==> src/rtl/stop_seq_pkg.sv <==
package stop_seq_pkg;
  typedef enum logic [1:0] {
    MODE_RUN  = 2'd0,
    MODE_STOP = 2'd1,
    MODE_WAKE = 2'd2,
    MODE_NREQ = 2'd3
  } mode_e;
endpackage

==> src/rtl/stop_dwell_cnt.sv <==
module stop_dwell_cnt #(
  parameter int unsigned LIMIT = 4
) (
  input  logic clk_i,
  input  logic rst_ni,
  input  logic en_i,
  output logic done_o
);
  localparam int unsigned W = (LIMIT > 1) ? $clog2(LIMIT) : 1;
  localparam logic [W-1:0] LAST = W'(LIMIT - 1);

  logic [W-1:0] cnt_q;

  assign done_o = en_i && (cnt_q == LAST);

  // count consecutive enabled edges; any gap restarts
  always_ff @(posedge clk_i or negedge rst_ni) begin
    if (!rst_ni)               cnt_q <= '0;
    else if (en_i && !done_o)  cnt_q <= cnt_q + 1'b1;
    else                       cnt_q <= '0;
  end

  a_r7_cnt_bounded: assert property (@(posedge clk_i) disable iff (!rst_ni)
    cnt_q <= LAST);
  a_r7_gap_restarts: assert property (@(posedge clk_i) disable iff (!rst_ni)
    !en_i |=> cnt_q == '0);
endmodule

==> src/rtl/stop_arm.sv <==
module stop_arm (
  input  logic clk_i,
  input  logic rst_ni,
  input  logic run_i,
  input  logic cs_n_i,
  input  logic stop_cmd_i,
  output logic go_stop_o
);
  logic cs_q, armed_q;
  logic cs_rise, cs_fall;

  assign cs_rise   = !cs_q && cs_n_i;
  assign cs_fall   = cs_q && !cs_n_i;
  assign go_stop_o = run_i && cs_rise && (armed_q || stop_cmd_i);

  always_ff @(posedge clk_i or negedge rst_ni) begin
    if (!rst_ni) begin
      cs_q    <= 1'b1;
      armed_q <= 1'b0;
    end else begin
      cs_q    <= cs_n_i;
      armed_q <= run_i && !cs_rise && !cs_fall && (armed_q || stop_cmd_i);
    end
  end

  a_r3_frame_start_disarms: assert property (@(posedge clk_i) disable iff (!rst_ni)
    cs_fall |=> !armed_q);
  a_r2_go_only_on_close: assert property (@(posedge clk_i) disable iff (!rst_ni)
    go_stop_o |-> $past(!cs_n_i) && cs_n_i);
endmodule

==> src/rtl/stop_seq.sv <==
module stop_seq
  import stop_seq_pkg::*;
#(
  parameter int unsigned DGL_CYC = 40,
  parameter int unsigned WD_CYC  = 10000
) (
  input  logic       clk_i,
  input  logic       rst_ni,
  input  logic       cs_n_i,
  input  logic       stop_cmd_i,
  input  logic       oc_i,
  input  logic       wd_clr_i,
  output logic [1:0] mode_o,
  output logic       wd_en_o,
  output logic       rst_req_o
);
  mode_e mode_q, mode_d;
  logic  go_stop, wake, timeout, rst_q;

  stop_arm i_arm (
    .clk_i, .rst_ni,
    .run_i     (mode_q == MODE_RUN),
    .cs_n_i,
    .stop_cmd_i,
    .go_stop_o (go_stop)
  );

  stop_dwell_cnt #(.LIMIT(DGL_CYC)) i_dgl (
    .clk_i, .rst_ni,
    .en_i   (mode_q == MODE_STOP && oc_i),
    .done_o (wake)
  );

  stop_dwell_cnt #(.LIMIT(WD_CYC)) i_wdt (
    .clk_i, .rst_ni,
    .en_i   (mode_q == MODE_WAKE && !wd_clr_i),
    .done_o (timeout)
  );

  always_comb begin
    mode_d = mode_q;
    unique case (mode_q)
      MODE_RUN:  if (go_stop) mode_d = MODE_STOP;
      MODE_STOP: if (wake)    mode_d = MODE_WAKE;
      MODE_WAKE: if (wd_clr_i) mode_d = MODE_RUN;
                 else if (timeout) mode_d = MODE_NREQ;
      MODE_NREQ: if (wd_clr_i) mode_d = MODE_RUN;
      default:   mode_d = MODE_RUN;
    endcase
  end

  always_ff @(posedge clk_i or negedge rst_ni) begin
    if (!rst_ni) begin
      mode_q <= MODE_RUN;
      rst_q  <= 1'b0;
    end else begin
      mode_q <= mode_d;
      rst_q  <= timeout;
    end
  end

  assign mode_o    = mode_q;
  assign wd_en_o   = (mode_q != MODE_STOP);
  assign rst_req_o = rst_q;

  a_r4_no_stop_from_wake: assert property (@(posedge clk_i) disable iff (!rst_ni)
    (mode_q == MODE_WAKE || mode_q == MODE_NREQ) |=> mode_q != MODE_STOP);
  a_r6_stop_holds_without_oc: assert property (@(posedge clk_i) disable iff (!rst_ni)
    (mode_q == MODE_STOP && !oc_i) |=> mode_q == MODE_STOP);
  a_r8_clear_returns_run: assert property (@(posedge clk_i) disable iff (!rst_ni)
    (mode_q == MODE_WAKE && wd_clr_i) |=> mode_q == MODE_RUN && !rst_req_o);
  a_r9_rst_single: assert property (@(posedge clk_i) disable iff (!rst_ni)
    rst_req_o |=> !rst_req_o);
  a_r9_rst_in_nreq: assert property (@(posedge clk_i) disable iff (!rst_ni)
    rst_req_o |-> mode_q == MODE_NREQ);
endmodule

==> config.mk <==
export PLATFORM = sky130hd
export DESIGN_NAME = stop_seq
export DESIGN_NICKNAME = d
export VERILOG_FILES = /design/src/rtl/stop_seq_pkg.sv /design/src/rtl/stop_dwell_cnt.sv /design/src/rtl/stop_arm.sv /design/src/rtl/stop_seq.sv
export SDC_FILE = /design/constraint.sdc
export NUM_CORES = 1
export LEC_CHECK = 0
export ABC_AREA = 1
export BUFFER_PORTS_ARGS = -buffer_cell sky130_fd_sc_hd__buf_4
export CORE_MARGIN = 1.5
export CORE_UTILIZATION = 40
export CTS_CLUSTER_DIAMETER = 80
export DETAILED_ROUTE_END_ITERATION = 16
export GPL_TIMING_DRIVEN = 0
export PLACE_DENSITY = 0.6
export SLEW_MARGIN = 30
export SYNTH_ARGS = -nofsm -noshare
export SYNTH_HDL_FRONTEND = slang
export SYNTH_HIERARCHICAL = 1
export SYNTH_SLANG_ARGS = --single-unit
==> constraint.sdc <==
create_clock -name clk_i -period 4.8 [get_ports clk_i]
set_input_delay 0.96 -clock clk_i [delete_from_list [all_inputs] [get_ports clk_i]]
set_output_delay 0.96 -clock clk_i [all_outputs]
set_load 0.03 [all_outputs]
==> results of run 1 <==
==> cell type report <==
cell class	instances	area [µm²]	area share [%]
Timing Repair Buffer	9	67.6	4.27
Sequential cell	25	627	39.6
Inverter	30	126	7.99
Tap cell	46	57.6	3.64
Clock inverter	1	5.00	0.316
Clock buffer	3	22.5	1.42
Buffer	1	11.3	0.712
Multi-Input combinational cell	136	664	42.0
==> path summary, 6_finish.rpt <==
| path | cells after the start | end | slack (ps) | from |
|---|---|---|---|---|
| worst min register to register | 1 | i_dgl/cnt_q[0]$_DFF_PN0_ | 490 | i_dgl/cnt_q[0]$_DFF_PN0_ |
| worst max-delay path | 3 | wd_en_o | 2720 | mode_o[1]$_DFFE_PN0P_ |
| worst min-delay path | 1 | i_dgl/cnt_q[0]$_DFF_PN0_ | 490 | i_dgl/cnt_q[0]$_DFF_PN0_ |
| max in group asynchronous | 1 | i_arm/cs_q$_DFF_PN1_ | 3980 | rst_ni |
| worst max register to register | 12 | mode_o[0]$_DFFE_PN0P_ | 3010 | i_wdt/cnt_q[0]$_DFF_PN0_ |
| min in group asynchronous | 1 | i_wdt/cnt_q[10]$_DFF_PN0_ | 520 | rst_ni |
==> per-layer routing <==
layer / routed length [µm] / global-route usage, %
met1: 1270 / 18.0
met2: 1240 / 26.1
met3: 69 / 3.78
met4: 14 / 1.67
met5: 0 / 0
==> per-stage QoR <==
step / total power, W / std cells
after floorplan: 0.000344 / 192
after global placement: 0.000384 / 247
after detailed placement: 0.000388 / 247
after CTS: 0.000486 / 251
after global routing: 0.000513 / 251
final: 0.000478 / 251
==> state kept, by name (all words and copies together), names as in the netlist <==
name and flops:
i_arm/armed_q 1, i_arm/cs_q 1, i_wdt/cnt_q 14, i_dgl/cnt_q 6, mode_o 2, rst_req_o 1
==> worst register-to-register path, stage by stage (launching register included) <==
cell and delay (ps):
dfrtp_1 450, ha_1 210, inv_1 70, nor2_4 190, inv_2 40, nor2_1 100
nand2_1 90, nor2_1 190, nand2_2 80, nand2_2 90, nand3_2 70, nand2_1 60
nand2_1 50
==> Yosys cell counts <==
library cell | n | area share (%)
nand3b_1 | 2 | 1.1
nand2_2 | 7 | 3.1
dfstp_2 | 1 | 1.8
nand4_1 | 5 | 2.2
xor2_1 | 4 | 2.5
nor2_2 | 2 | 0.88
inv_1 | 26 | 6.8
o21ai_0 | 1 | 0.35
nor2_1 | 44 | 12
bufinv_8 | 1 | 1.2
dfrtp_1 | 24 | 42
buf_6 | 1 | 0.79
nor2_4 | 1 | 0.79
nor3_1 | 2 | 0.70
ha_1 | 3 | 2.6
o21bai_1 | 2 | 1.1
a21oi_1 | 2 | 0.70
xnor2_1 | 3 | 1.8
inv_2 | 2 | 0.53
nand3_1 | 12 | 4.2
clkinv_1 | 1 | 0.26
nand3_2 | 2 | 1.4
o21ai_1 | 1 | 0.35
nand2_1 | 43 | 11
==> cells in the final DEF, fill, tap and decap left out, drive strengths merged <==
master	instances
nand3	14
xor2	4
ha	3
clkinv	2
nand2	50
xnor2	3
bufinv	1
nand3b	2
inv	28
o21bai	2
o21ai	2
nor3	2
a21oi	2
dfrtp	24
clkbuf	3
nand4	5
nor2	47
dfstp	1
buf	10
==> kinds of logic after synthesis <==
logic type	Yosys count	share of synthesized area, %
AO/OA/AOI/OAI	6	2.45
XOR/XNOR	7	4.29
adder cells (fa/ha/maj)	3	2.63
buffers and inverters	31	9.63
flip-flops	25	43.9
AND/OR/NAND/NOR	120	37.1
==> power breakdown <==
group | total [W] | internal [W] | switching, W
registers | 0.000244 | 0.000226 | 0.0000181
clock network | 0.0000957 | 0.0000312 | 0.0000645
logic | 0.000138 | 0.0000491 | 0.0000889
==> metrics.md, run 1 <==
| Metric | Value |
|---|---|
| Filler cell count | `346` |
| CTS max path bufs | `2` |
| Dpl hpwl | `between 1500 and 2000 µm` |
| Worst min-delay path class | `reg -> reg` |
| DRT Pass-1 Iters | `4` |
| Critical path class | `reg -> out` |
| Pre-CTS WS | `between 2000 and 3000 ps` |
| Synth-to-layout area growth | `10.7%` |
| Worst path required time | `between 3000 and 4000 ps` |
| Peak Freq | `480 MHz` |
| Initial antenna violation count | `0` |
| Placed Area | `about 1600 µm²` |
| Final hold viol count | `0` |
| Port Buf Inserts | `9` |
| Share of post-route cells with drive strength above 1 | `between 10% and 20%` |
| DR DRC count | `0` |
| GR Util All Layers | `between 10% and 20%` |
| CP max stage cell | `dfrtp_1` |
| Initial drt markers | `between 50 and 60` |
| Clock latency on the worst-skew pair | `320 ps` |
| Io pins | `10` |
| Syn Std Cell Area | `1430 µm²` |
| Max-slew violations | `0` |
| Final instance area | `1580 µm²` |
| Pwr Density | `between 300 and 400 nW/µm²` |
| Hold buffer count at CTS | `0` |
| Die Span Y | `62.8 µm` |
| Setup bufs post-CTS | `0` |
| Largest net degree at the start of global routing | `26` |
| Worst slew margin | `77.6%` |
| TNS Setup | `0 ps` |
| Syn Inst Count | `about 190` |
| Worst slew pin tran | `~340 ps` |
| Skew final | `6.88 ps` |
| RSZ-0062 raised after global routing | `false` |
| Synth Net Count | `201` |
| Worst path max stage delay | `~450 ps` |
| Syn Area/Cell | `7.44 µm²` |
| H-Tree Depth | `1` |
| Sequential element share of the synthesized area | `43.9%` |
| Max Cap Viol | `0` |
| Final worst slack | `2720 ps` |
| Wire length of the first global-routing pass | `between 4000 and 5000 µm` |
| Cell Rows | `21` |
| Hold Worst Slack | `between 400 and 500 ps` |
| CP Launch Type | `flop` |
| Peak supply drop | `0.174 mV` |
| Crit path buf inv count | `2` |
| Via/cell ratio | `between 4 and 5` |
| Delay-heaviest family, CP | `flip-flops` |
| Final setup vio count | `0` |
| Cell Chain, Critical Path | `inv_2 > nand2_1 > buf_4` |
| Num Clock Sinks | `25` |
| Die footprint | `3940 µm²` |
| Crit path max fanout | `5` |
| Post-layout util | `46.7%` |
| Lkg Pwr | `0.725 nW` |
| Vias | `1156` |
| Routed Antenna Nets | `0` |
| TritonCTS clock tree | `done` |
| Worst-path clk slew | `about 130 ps` |
| Core footprint | `3390 µm²` |
| Status | `completed` |
| DR WL/cell | `roughly 10 µm` |
| Total CTS buffers | `3` |
| Routed WL | `approximately 2600 µm` |
| Chip Width | `between 60 and 70 µm` |
| Ys Warns | `6` |
| Initial Util | `between 40 and 50%` |
| Share of the clock period used by the worst path | `43.4%` |
| Critical Path Sink Type | `output pin` |
| Vias in the first global route | `between 1k and 1.5k` |
| Post-CTS sizing | `0` |
| Grt total ovfl | `0` |
| Yosys reg bits | `25` |
| Arrival time worst endpoint | `roughly 1100 ps` |
| Count of cell types in the netlist | `24` |
| CTS Root Buffer Type | `clkbuf_4` |
| Nets | `between 200 and 250` |
| RePlAce Congestion | `around 0.81` |
| Diode count | `0` |
| Final min period | `roughly 2100 ps` |
Power figures use the tool's default switching activity.
==> run 2: changes to the inputs <==
--- a/config.mk
+++ b/config.mk
@@ -12,7 +12,7 @@
 export CTS_CLUSTER_DIAMETER = 80
 export DETAILED_ROUTE_END_ITERATION = 16
 export GPL_TIMING_DRIVEN = 0
-export PLACE_DENSITY = 0.6
+export PLACE_DENSITY = 0.62
 export SLEW_MARGIN = 30
 export SYNTH_ARGS = -nofsm -noshare
 export SYNTH_HDL_FRONTEND = slang
==> constraint.sdc (replaced) <==
create_clock -name clk_i -period 1.7 [get_ports clk_i]
set_input_delay 0.34 -clock clk_i [delete_from_list [all_inputs] [get_ports clk_i]]
set_output_delay 0.34 -clock clk_i [all_outputs]
set_load 0.03 [all_outputs]
==> metrics.md, run 2 (same netlist as run 1, synthesis figures left out) <==
| Metric | Value |
|---|---|
| Worst min-delay path class | `in -> reg (was reg -> reg)` |
| Total CTS buffers | `3 (unchanged)` |
| Clock latency on the worst-skew pair | `310 ps (was 320 ps)` |
| Initial Util | `42.2% (unchanged)` |
| Final min period | `~1500 ps` |
| Largest Register | `i_wdt/cnt_q (unchanged)` |
| Finished Layout Cells | `257 (was 251)` |
| CP Launch Type | `flop (unchanged)` |
| Max FFs per register | `14 (unchanged)` |
| Max-slew violations | `0 (unchanged)` |
| Vias | `1195 (was 1156)` |
| DR WL/cell | `10.4 µm (was 10.3 µm)` |
| Cell Rows | `21 (unchanged)` |
| Synth-to-layout area growth | `15.6% (was 10.7%)` |
| Skew final | `3.47 ps (was 6.88 ps)` |
| Crit path max fanout | `4 (was 5)` |
| Die footprint | `3940 µm² (unchanged)` |
| DR DRC count | `0 (unchanged)` |
| TritonCTS clock tree | `done (unchanged)` |
| Io pins | `10 (unchanged)` |
| Final setup vio count | `0 (unchanged)` |
| Max Cap Viol | `0 (unchanged)` |
| Critical Path Sink Type | `flop (was output pin)` |
| Hold Worst Slack | `143 ps (was 494 ps)` |
| Status | `completed (unchanged)` |
| Pwr Density | `831 nW/µm² (was 302 nW/µm²)` |
| Port Buf Inserts | `9 (unchanged)` |
| Initial antenna violation count | `0 (unchanged)` |
| Via/cell ratio | `4.65 (was 4.61)` |
| RePlAce Congestion | `0.832 (was 0.806)` |
| Worst path required time | `1910 ps (was 3840 ps)` |
| Chip Width | `62.8 µm (unchanged)` |
| Routed Antenna Nets | `0 (unchanged)` |
| Diode count | `0 (unchanged)` |
| Dpl hpwl | `1950 µm (was 1940 µm)` |
| Vias in the first global route | `1147 (was 1059)` |
| DRT Pass-1 Iters | `4 (unchanged)` |
| Share of the clock period used by the worst path | `between 90% and 100%` |
| GR Util All Layers | `15.7% (was 14.5%)` |
| Core footprint | `3390 µm² (unchanged)` |
| Nets | `221 (was 215)` |
| CTS Root Buffer Type | `clkbuf_4 (unchanged)` |
| Die Span Y | `62.8 µm (unchanged)` |
| Arrival time worst endpoint | `1750 ps (was 1120 ps)` |
| Worst slew pin tran | `340 ps (was 335 ps)` |
| Num Clock Sinks | `25 (unchanged)` |
| CTS max path bufs | `2 (unchanged)` |
| Worst-path clk slew | `130 ps (about the same)` |
| Final worst slack | `166 ps (was 2720 ps)` |
| Pre-CTS WS | `-48.4 ps (was 2740 ps)` |
| Placed Instances | `247 (unchanged)` |
| Wire length of the first global-routing pass | `4960 µm (was 4620 µm)` |
| Initial drt markers | `95 (was 53)` |
| Grt total ovfl | `0 (unchanged)` |
| H-Tree Depth | `1 (unchanged)` |
| Final hold viol count | `0 (unchanged)` |
| Lkg Pwr | `0.746 nW (was 0.725 nW)` |
| Commonest non-fill, non-tap cells in the layout | `nor2_1 (41), nand2_1 (41), inv_1 (25) (was nor2_1 (44), nand2_1 (43), inv_1 (26))` |
| Tot Pwr | `0.00137 W (was 0.000478 W)` |
| Peak Freq | `between 600 and 700 MHz` |
| Share of post-route cells with drive strength above 1 | `20.4% (was 14.6%)` |
| Routed WL | `2670 µm (was 2590 µm)` |
| Largest net degree at the start of global routing | `26 (unchanged)` |
| Peak supply drop | `0.378 mV (was 0.174 mV)` |
| Critical path class | `reg -> reg (was reg -> out)` |
| Worst slew margin | `77.4% (was 77.6%)` |
run 2: final timing paths:
check	start	endpoint	slack [ps]	depth (start not counted)
min in group asynchronous	rst_ni	i_wdt/cnt_q[10]$_DFF_PN0_	460	2
hold reg to reg	i_arm/armed_q$_DFF_PN0_	i_arm/armed_q$_DFF_PN0_	550	2
hold / removal	cs_n_i	i_arm/cs_q$_DFF_PN1_	140	1
max in group asynchronous	rst_ni	i_arm/cs_q$_DFF_PN1_	940	2
setup reg to reg	i_wdt/cnt_q[1]$_DFF_PN0_	mode_o[0]$_DFFE_PN0P_	170	12
setup / recovery	i_wdt/cnt_q[1]$_DFF_PN0_	mode_o[0]$_DFFE_PN0P_	170	12
run 2: critical path, cell delays in order (launching register included):
cell	delay [ps]
dfrtp_1	380
ha_2	190
inv_1	60
nor2_4	130
inv_2	50
nor2_2	90
nand2_2	90
nor2_4	130
nand2_2	60
nand2_2	90
nand3_2	70
nand2_1	60
nand2_1	50
run 2: layout make-up:
| class | count | area [µm²] |
|---|---|---|
| multi-input combinational | 136 | 687 |
| fill | 333 | 1740 |
| clock buffer | 4 | 26.3 |
| tap | 46 | 57.6 |
| buffer | 1 | 11.3 |
| sequential | 25 | 628 |
| timing repair buffer | 15 | 115 |
| inverter | 30 | 126 |
run 2: per-layer routing:
metal | share of wire, % | vias to the layer above | GRT usage (%)
met1 | 51 | 557 | 20.5
met4 | 0.82 | 0 | 5.56
li1 | - | 625 | -
met5 | 0 | - | 0
met3 | 2.1 | 2 | 2.16
met2 | 46 | 11 | 26.6
run 2: what timing repair did:
item                                    4_1_cts  5_1_grt
endpoints found under the hold margin        24        0
hold buffers                                  1        0
gates resized for setup                       0        8
buffers inserted                              2        3
pin swaps                                     0        4
endpoints found under the setup margin        2        2
run 2: through the flow:
stage	area [µm²]	setup TNS, ps	utilization [%]
2_1_floorplan	1430	0	-
3_3_place_gp	1560	-106	46.0
3_5_place_dp	1560	-88.6	46.0
4_1_cts	1610	0	47.5
5_1_grt	1650	-1.49	48.7
6_report	1650	0	48.7
run 2: power by group:
group	internal [W]	leakage, nW	switching [W]
sequential	0.000640	0.341	0.0000496
clock	0.0000915	0.0150	0.000168
combinational	0.000159	0.390	0.000264
total	0.000891	0.746	0.000482
